$ cat src/rtl/i2ct_pkg.sv
`timescale 1ns/1ps
package i2ct_pkg;
    localparam int DW = 8;
    localparam logic [6:0] DEV_ADDR = 7'h06;
    localparam logic [DW-1:0] REG_CTRL0 = 8'h20;
    localparam logic [DW-1:0] REG_CTRL1 = 8'h21;
    localparam logic [DW-1:0] REG_STAT  = 8'h22;
    localparam logic [DW-1:0] RST_CTRL0 = 8'h90;
    localparam logic [DW-1:0] RST_CTRL1 = 8'h2C;
    localparam logic [DW-1:0] RST_STAT  = 8'h0E;
    localparam int BCW = $clog2(DW + 1);

    typedef enum logic [2:0] {
        PH_IDLE, PH_ADDR, PH_AACK, PH_WBYTE, PH_WACK, PH_RBYTE, PH_RACK
    } phase_e;

    typedef struct packed {
        phase_e          phase;
        logic [DW-1:0]   shift;
        logic [BCW-1:0]  bitcnt;
        logic [DW-1:0]   ptr;
        logic            ptr_pend;
        logic            rw;
        logic            mack;
        logic            drive;
        logic            scl_p;
        logic            sda_p;
        logic            wr_en;
        logic [DW-1:0]   wr_addr;
        logic [DW-1:0]   wr_data;
    } eng_t;

    typedef struct packed {
        logic [DW-1:0] ctrl0;
        logic [DW-1:0] ctrl1;
        logic [DW-1:0] stat;
    } regs_t;
endpackage

$ cat src/rtl/i2ct_glitch_filter.sv
`timescale 1ns/1ps
module i2ct_glitch_filter #(
    parameter int LINES    = 2,
    parameter int FILT_CYC = 12
) (
    input  logic             clk,
    input  logic             rst_n,
    input  logic [LINES-1:0] raw_i,
    output logic [LINES-1:0] clean_o
);
    localparam int CW = $clog2(FILT_CYC + 1);

    for (genvar g = 0; g < LINES; g++) begin : g_line
        typedef struct packed {
            logic [1:0]    sync;
            logic          clean;
            logic [CW-1:0] cnt;
        } flt_t;

        flt_t st_d, st_q;

        always_comb begin
            st_d      = st_q;
            st_d.sync = {st_q.sync[0], raw_i[g]};
            if (st_q.sync[1] == st_q.clean) begin
                st_d.cnt = '0;
            end else if (st_q.cnt == CW'(FILT_CYC - 1)) begin
                st_d.clean = st_q.sync[1];
                st_d.cnt   = '0;
            end else begin
                st_d.cnt = st_q.cnt + 1'b1;
            end
        end

        always_ff @(posedge clk or negedge rst_n) begin
            if (!rst_n) begin
                st_q <= '{sync: 2'b11, clean: 1'b1, cnt: '0};
            end else begin
                st_q <= st_d;
            end
        end

        assign clean_o[g] = st_q.clean;
    end
endmodule

$ cat src/rtl/i2ct_regfile.sv
`timescale 1ns/1ps
module i2ct_regfile
    import i2ct_pkg::*;
(
    input  logic          clk,
    input  logic          rst_n,
    input  logic          wr_en,
    input  logic [DW-1:0] wr_addr,
    input  logic [DW-1:0] wr_data,
    input  logic [DW-1:0] rd_addr,
    input  logic [DW-1:0] stat_i,
    output logic [DW-1:0] rd_data,
    output logic [DW-1:0] ctrl0_o,
    output logic [DW-1:0] ctrl1_o
);
    regs_t r_d, r_q;

    always_comb begin
        r_d      = r_q;
        r_d.stat = stat_i;
        if (wr_en) begin
            case (wr_addr)
                REG_CTRL0: r_d.ctrl0 = wr_data;
                REG_CTRL1: r_d.ctrl1 = wr_data;
                default:   ;
            endcase
        end
    end

    always_ff @(posedge clk or negedge rst_n) begin
        if (!rst_n) begin
            r_q <= '{ctrl0: RST_CTRL0, ctrl1: RST_CTRL1, stat: RST_STAT};
        end else begin
            r_q <= r_d;
        end
    end

    always_comb begin
        case (rd_addr)
            REG_CTRL0: rd_data = r_q.ctrl0;
            REG_CTRL1: rd_data = r_q.ctrl1;
            REG_STAT:  rd_data = r_q.stat;
            default:   rd_data = '0;
        endcase
    end

    assign ctrl0_o = r_q.ctrl0;
    assign ctrl1_o = r_q.ctrl1;
endmodule

$ cat src/rtl/i2ct_engine.sv
`timescale 1ns/1ps
module i2ct_engine
    import i2ct_pkg::*;
(
    input  logic          clk,
    input  logic          rst_n,
    input  logic          scl_f,
    input  logic          sda_f,
    input  logic [DW-1:0] rd_data,
    output logic [DW-1:0] rd_addr,
    output logic          wr_en,
    output logic [DW-1:0] wr_addr,
    output logic [DW-1:0] wr_data,
    output logic          sda_oe
);
    localparam logic [BCW-1:0] LAST_BIT = BCW'(DW);

    eng_t e_d, e_q;
    logic scl_rise, scl_fall, start_ev, stop_ev;

    always_comb begin
        scl_rise = scl_f & ~e_q.scl_p;
        scl_fall = ~scl_f & e_q.scl_p;
        start_ev = scl_f & e_q.scl_p & e_q.sda_p & ~sda_f;
        stop_ev  = scl_f & e_q.scl_p & ~e_q.sda_p & sda_f;

        e_d       = e_q;
        e_d.wr_en = 1'b0;
        e_d.scl_p = scl_f;
        e_d.sda_p = sda_f;

        if (stop_ev) begin
            e_d.phase = PH_IDLE;
            e_d.drive = 1'b0;
        end else if (start_ev) begin
            e_d.phase  = PH_ADDR;
            e_d.bitcnt = '0;
            e_d.drive  = 1'b0;
        end else begin
            case (e_q.phase)
                PH_ADDR: begin
                    if (scl_rise) begin
                        e_d.shift  = {e_q.shift[DW-2:0], sda_f};
                        e_d.bitcnt = e_q.bitcnt + 1'b1;
                    end else if (scl_fall && e_q.bitcnt == LAST_BIT) begin
                        if (e_q.shift[DW-1:1] == DEV_ADDR) begin
                            e_d.phase = PH_AACK;
                            e_d.drive = 1'b1;
                            e_d.rw    = e_q.shift[0];
                        end else begin
                            e_d.phase = PH_IDLE;
                        end
                    end
                end
                PH_AACK: begin
                    if (scl_fall) begin
                        e_d.bitcnt = '0;
                        if (e_q.rw) begin
                            e_d.phase = PH_RBYTE;
                            e_d.shift = rd_data;
                            e_d.drive = ~rd_data[DW-1];
                        end else begin
                            e_d.phase    = PH_WBYTE;
                            e_d.drive    = 1'b0;
                            e_d.ptr_pend = 1'b1;
                        end
                    end
                end
                PH_WBYTE: begin
                    if (scl_rise) begin
                        e_d.shift  = {e_q.shift[DW-2:0], sda_f};
                        e_d.bitcnt = e_q.bitcnt + 1'b1;
                    end else if (scl_fall && e_q.bitcnt == LAST_BIT) begin
                        e_d.phase = PH_WACK;
                        e_d.drive = 1'b1;
                        if (e_q.ptr_pend) begin
                            e_d.ptr      = e_q.shift;
                            e_d.ptr_pend = 1'b0;
                        end else begin
                            e_d.wr_en   = 1'b1;
                            e_d.wr_addr = e_q.ptr;
                            e_d.wr_data = e_q.shift;
                            e_d.ptr     = e_q.ptr + 1'b1;
                        end
                    end
                end
                PH_WACK: begin
                    if (scl_fall) begin
                        e_d.phase  = PH_WBYTE;
                        e_d.drive  = 1'b0;
                        e_d.bitcnt = '0;
                    end
                end
                PH_RBYTE: begin
                    if (scl_rise) begin
                        e_d.bitcnt = e_q.bitcnt + 1'b1;
                    end else if (scl_fall) begin
                        if (e_q.bitcnt == LAST_BIT) begin
                            e_d.phase = PH_RACK;
                            e_d.drive = 1'b0;
                        end else begin
                            e_d.shift = {e_q.shift[DW-2:0], 1'b0};
                            e_d.drive = ~e_q.shift[DW-2];
                        end
                    end
                end
                PH_RACK: begin
                    if (scl_rise) begin
                        e_d.mack = ~sda_f;
                        if (!sda_f) begin
                            e_d.ptr = e_q.ptr + 1'b1;
                        end
                    end else if (scl_fall) begin
                        if (e_q.mack) begin
                            e_d.phase  = PH_RBYTE;
                            e_d.bitcnt = '0;
                            e_d.shift  = rd_data;
                            e_d.drive  = ~rd_data[DW-1];
                        end else begin
                            e_d.phase = PH_IDLE;
                        end
                    end
                end
                default: ;
            endcase
        end
    end

    always_ff @(posedge clk or negedge rst_n) begin
        if (!rst_n) begin
            e_q <= '{phase: PH_IDLE, shift: '0, bitcnt: '0, ptr: '0,
                     ptr_pend: 1'b0, rw: 1'b0, mack: 1'b0, drive: 1'b0,
                     scl_p: 1'b1, sda_p: 1'b1, wr_en: 1'b0,
                     wr_addr: '0, wr_data: '0};
        end else begin
            e_q <= e_d;
        end
    end

    assign rd_addr = e_q.ptr;
    assign wr_en   = e_q.wr_en;
    assign wr_addr = e_q.wr_addr;
    assign wr_data = e_q.wr_data;
    assign sda_oe  = e_q.drive;
endmodule

$ cat src/rtl/ptr_reg_i2c_target.sv
`timescale 1ns/1ps
module ptr_reg_i2c_target
    import i2ct_pkg::*;
#(
    parameter int FILT_CYC = 12
) (
    input  logic          clk,
    input  logic          rst_n,
    input  logic          scl_i,
    input  logic          sda_i,
    output logic          sda_oe_o,
    input  logic [DW-1:0] stat_i,
    output logic [DW-1:0] ctrl0_o,
    output logic [DW-1:0] ctrl1_o
);
    logic [1:0]    lines_f;
    logic          scl_f, sda_f;
    logic [DW-1:0] rd_data, rd_addr, wr_addr, wr_data;
    logic          wr_en;

    i2ct_glitch_filter #(.LINES(2), .FILT_CYC(FILT_CYC)) u_filt (
        .clk     (clk),
        .rst_n   (rst_n),
        .raw_i   ({sda_i, scl_i}),
        .clean_o (lines_f)
    );

    assign scl_f = lines_f[0];
    assign sda_f = lines_f[1];

    i2ct_engine u_eng (
        .clk     (clk),
        .rst_n   (rst_n),
        .scl_f   (scl_f),
        .sda_f   (sda_f),
        .rd_data (rd_data),
        .rd_addr (rd_addr),
        .wr_en   (wr_en),
        .wr_addr (wr_addr),
        .wr_data (wr_data),
        .sda_oe  (sda_oe_o)
    );

    i2ct_regfile u_regs (
        .clk     (clk),
        .rst_n   (rst_n),
        .wr_en   (wr_en),
        .wr_addr (wr_addr),
        .wr_data (wr_data),
        .rd_addr (rd_addr),
        .stat_i  (stat_i),
        .rd_data (rd_data),
        .ctrl0_o (ctrl0_o),
        .ctrl1_o (ctrl1_o)
    );
endmodule

$ cat config.mk
export PLATFORM = sky130hd
export DESIGN_NAME = ptr_reg_i2c_target
export DESIGN_NICKNAME = d
export VERILOG_FILES = /design/src/rtl/i2ct_pkg.sv /design/src/rtl/i2ct_glitch_filter.sv /design/src/rtl/i2ct_regfile.sv /design/src/rtl/i2ct_engine.sv /design/src/rtl/ptr_reg_i2c_target.sv
export SDC_FILE = /design/constraint.sdc
export NUM_CORES = 1
export LEC_CHECK = 0
export ABC_AREA = 1
export BUFFER_PORTS_ARGS = -buffer_cell sky130_fd_sc_hd__clkbuf_2
export CORE_MARGIN = 5
export CORE_UTILIZATION = 35
export DETAILED_ROUTE_END_ITERATION = 16
export SYNTH_ARGS = -nofsm -noshare
export SYNTH_HDL_FRONTEND = slang
export SYNTH_SLANG_ARGS = --single-unit
$ cat constraint.sdc
create_clock -name clk -period 3.4 [get_ports clk]
set_input_delay 0.34 -clock clk [delete_from_list [all_inputs] [get_ports clk]]
set_output_delay 0.34 -clock clk [all_outputs]
set_load 0.01 [all_outputs]
==> impl_metrics.yaml <==
pwr:
  power_density_nw_per_um2: 502.1
  clock_power_share_pct: 39.7
  pwr-share-comb_pct: 14.2
  p_sw_mw: 0.7155
  p_leak_nw: 2.201
  swShare_pct: 30.22
  peakVddDrop_mv: 0.3236
  cellInternalPower_mw: 1.652
  p_seq_share_pct: 46.1
cells_and_area:
  areaGrowthSynthToFinish_pct: 9.819
  fillCellCount: 1210
  drive_above_1_share_pct: 16.45
  nets: 556
  utilization_pct: 39.26
  diodes: 0
  instances_no_fill: 688
clock_network:
  ctsHtreeMaxLevel: 3
  clk_latency_ns: 0.34
  path_clk_slew_ns: 0.07
  clock_sinks: 84
  ctsResizeCount: 0
  cts_tree: "done"
  cts_hold_buffers: 0
  post-cts-setup-buffers: 0
  cts_buffers: 9
  cts-root-buf: "clkbuf_16"
  cts_buffer_depth: 2
timing:
  layout_worst_path_cycle_share_pct: 63.45
  relSlewSlack_pct: 30.14
  rsz0062_at_grt: "false"
  skew_ns: 0.01043
  finalHoldViolCount: 0
  slew_violations: 0
  fin_tns_setup_ns: 0
  period_needed_ns: 2.157
  tightestPinTransition_ns: 1.048
  fmax_mhz: 463.6
  worst_slack_ns: 1.243
  setup_violations: 0
placed_design:
  io_buffers: 28
  place_inst: 672
  hpwlAfterDp_mm: 7.114
  place_ws_ns: 1.261
  gp_congestion: 0.8869
synthesis:
  synth_top_area_share_pct: 39.63
  synth_cells: 523
  synth.distinct_cells: 33
  ys_seq_area_share_pct: 49.42
  synth_area_leader_cell: "dfrtp_1"
  syn-num-nets: 543
  synth_ff_type: "dfrtp_1"
  syn_area_um2: 4294
  synth-edff-count: 0
  async_flop_share_pct: 100.0
  avgSynthCellArea_um2: 8.211
  synth_area_leaders: "dfrtp_1, nand2_1, dfstp_2"
  yosys_warnings: 0
  ys_ff_latch: 84
route:
  route.detailed.drc: 0
  top_layer_used: "met4"
  dr_wl_met2_mm: 4.513
  ant_nets: 0
  routed-via-count: 3394
  viasPerCell: 4.933
  drt-initial-drc-count: 325
  route.met3.wl_um: 561
  drt-wirelength-per-cell_um: 14.27
  met1Wirelength_mm: 4.538
  dr.pass1.iters: 5
  drt-total-wl_mm: 9.821
die:
  io_pins: 29
  rows: 40
  die_area_um2: 14580
  initial_utilization_pct: 35.75
  dieHeight_um: 120.8
  die_w_um: 120.8
  core_um2: 12010
job:
  max_cap_violations: 0
min_path:
  hold_depth: 1
  min_path_type: "input port to flip-flop"
global_routing:
  grt_antenna_before_repair: 0
  track_usage_pct: 14.46
  grt_max_degree: 85
  grt_pass1_wl_mm: 16.57
  grt_pass1_vias: 3280
  grt-ovfl-total: 0
worst_setup_path:
  critPathArrivalTime_ns: 2.39
  worstPathMaxFanout: 9
  endpoint_kind: "flip-flop"
  crit_cells: 9
  crit_path_start_kind: "flip-flop"
  crit_buf_inv: 2
  required_ns: 3.64
  crit_chain: "inv_1 -> nand4_1 -> nand2_2 -> a21oi_1 -> nand3_1 -> nor2b_1 -> inv_4 -> nand2_1 -> nand2_1"
  reg2reg_depth: 9
  critPathKind: "flip-flop to flip-flop"
  crit_family: "simple AND/OR/NAND/NOR gates"
  cpPeakStageDelay_ns: 0.58
  crit_top_cell: "nand2_1"
  slowest_stage: "dfstp_2"
status:
  status: "completed"
-- worst paths after layout --
path	startpoint	slack, ns	end
max	u_filt.clean_o[1]$_DFFE_PN1P_	1.24	u_eng.e_q[42]$_DFFE_PN0P_
min reg2reg	u_filt.g_line[0].st_d[6]$_DFF_PN1_	0.36	u_filt.g_line[0].st_q[6]$_DFF_PN1_
min in group asynchronous	rst_n	0.17	u_regs.ctrl0_o[0]$_DFFE_PN0P_
min	stat_i[3]	0.07	u_regs.r_q[3]$_DFF_PN1_
max in group asynchronous	rst_n	2.54	u_filt.g_line[0].st_q[0]$_DFF_PN0_
max reg2reg	u_filt.clean_o[1]$_DFFE_PN1P_	1.24	u_eng.e_q[42]$_DFFE_PN0P_
-- cells in the mapped netlist, drive strengths merged, types with 2 or more instances --
cell type / instances
nand2: 154
dfrtp: 68
o21ai: 62
inv: 53
nand3: 47
nor2: 44
buf: 25
dfstp: 16
nor3: 9
a21oi: 8
ha: 8
nand4: 8
xor2: 6
xnor2: 5
a211oi: 2
clkbuf: 2
nand3b: 2
-- worst register-to-register path: cells and delay by family (launching register included) --
family	cells	cell delay (ns)
DFF	1	0.58
buffers and inverters	2	0.23
AOI/OAI and AO/OA	1	0.15
and+or+nand+nor	6	1.10
-- layout make-up --
class	instances	area, um^2	area share [%]
Tap cell	147	183.9	3.900
Timing Repair Buffer	29	150.1	3.184
Sequential cell	84	2122	45.00
Clock inverter	7	58.81	1.247
Multi-Input combinational cell	359	1772	37.57
Clock buffer	9	225.2	4.776
Inverter	53	203.9	4.325
-- metal layers --
metal / track usage (%) / up-vias
met5: 0 / -
met4: 6.020 / 0
met3: 3.835 / 16
met2: 22.32 / 90
met1: 19.23 / 1589
li1: - / 1699
-- state kept, by name, summed over array words and instances (netlist names) --
signal              cells
u_eng.rd_addr           8
u_regs.ctrl0_o          8
u_eng.sda_oe            1
u_eng.wr_addr           8
u_regs.r_q              8
u_eng.e_q              20
u_eng.wr_data           8
u_filt.g_line.st_q     10
u_eng.wr_en             1
u_filt.clean_o          2
u_filt.g_line.st_d      2
u_regs.ctrl1_o          8
-- placed cells by master (no fill, tap or decap), types with 3 or more instances in the layout --
cell type	count
nor2_1	37
inv_6	3
a21oi_1	8
dfstp_2	16
nor2_4	3
o21ai_1	10
o21ai_0	51
nor2_2	4
xnor2_1	5
nand4_1	8
nand2_2	7
inv_2	5
nand2_1	145
nand3_1	47
inv_1	46
ha_1	8
dfrtp_1	68
nor3_1	7
clkbuf_2	27
clkbuf_16	9
xor2_1	6
-- cells by family after synthesis --
family	synth area share, %
and+or+nand+nor	27.68
DFF	49.42
buffers and inverters	9.324
AOI/OAI and AO/OA	9.003
xor gates and xnor gates	2.244
adders and majority gates	2.331
-- metrics by stage --
step	hold WS [ns]	power (mW)	cell area, um^2
after global routing	0.06022	2.496	4716
after detailed placement	0.3507	1.444	4432
after global placement	0.3487	1.443	4432
after floorplan	0.04441	1.371	4294
final	0.06884	2.368	4716
after CTS	0.06041	2.388	4716
-- power by group through the flow --
stage               Clock (mW)  Combinational (mW)  Sequential [mW]
detailed placement           0               0.335             1.11
floorplan                    0               0.282             1.09
CTS                      0.961               0.337             1.09
global route              1.01               0.389             1.10
global placement             0               0.332             1.11
finish                   0.939               0.336             1.09
Power figures use the tool's default switching activity.
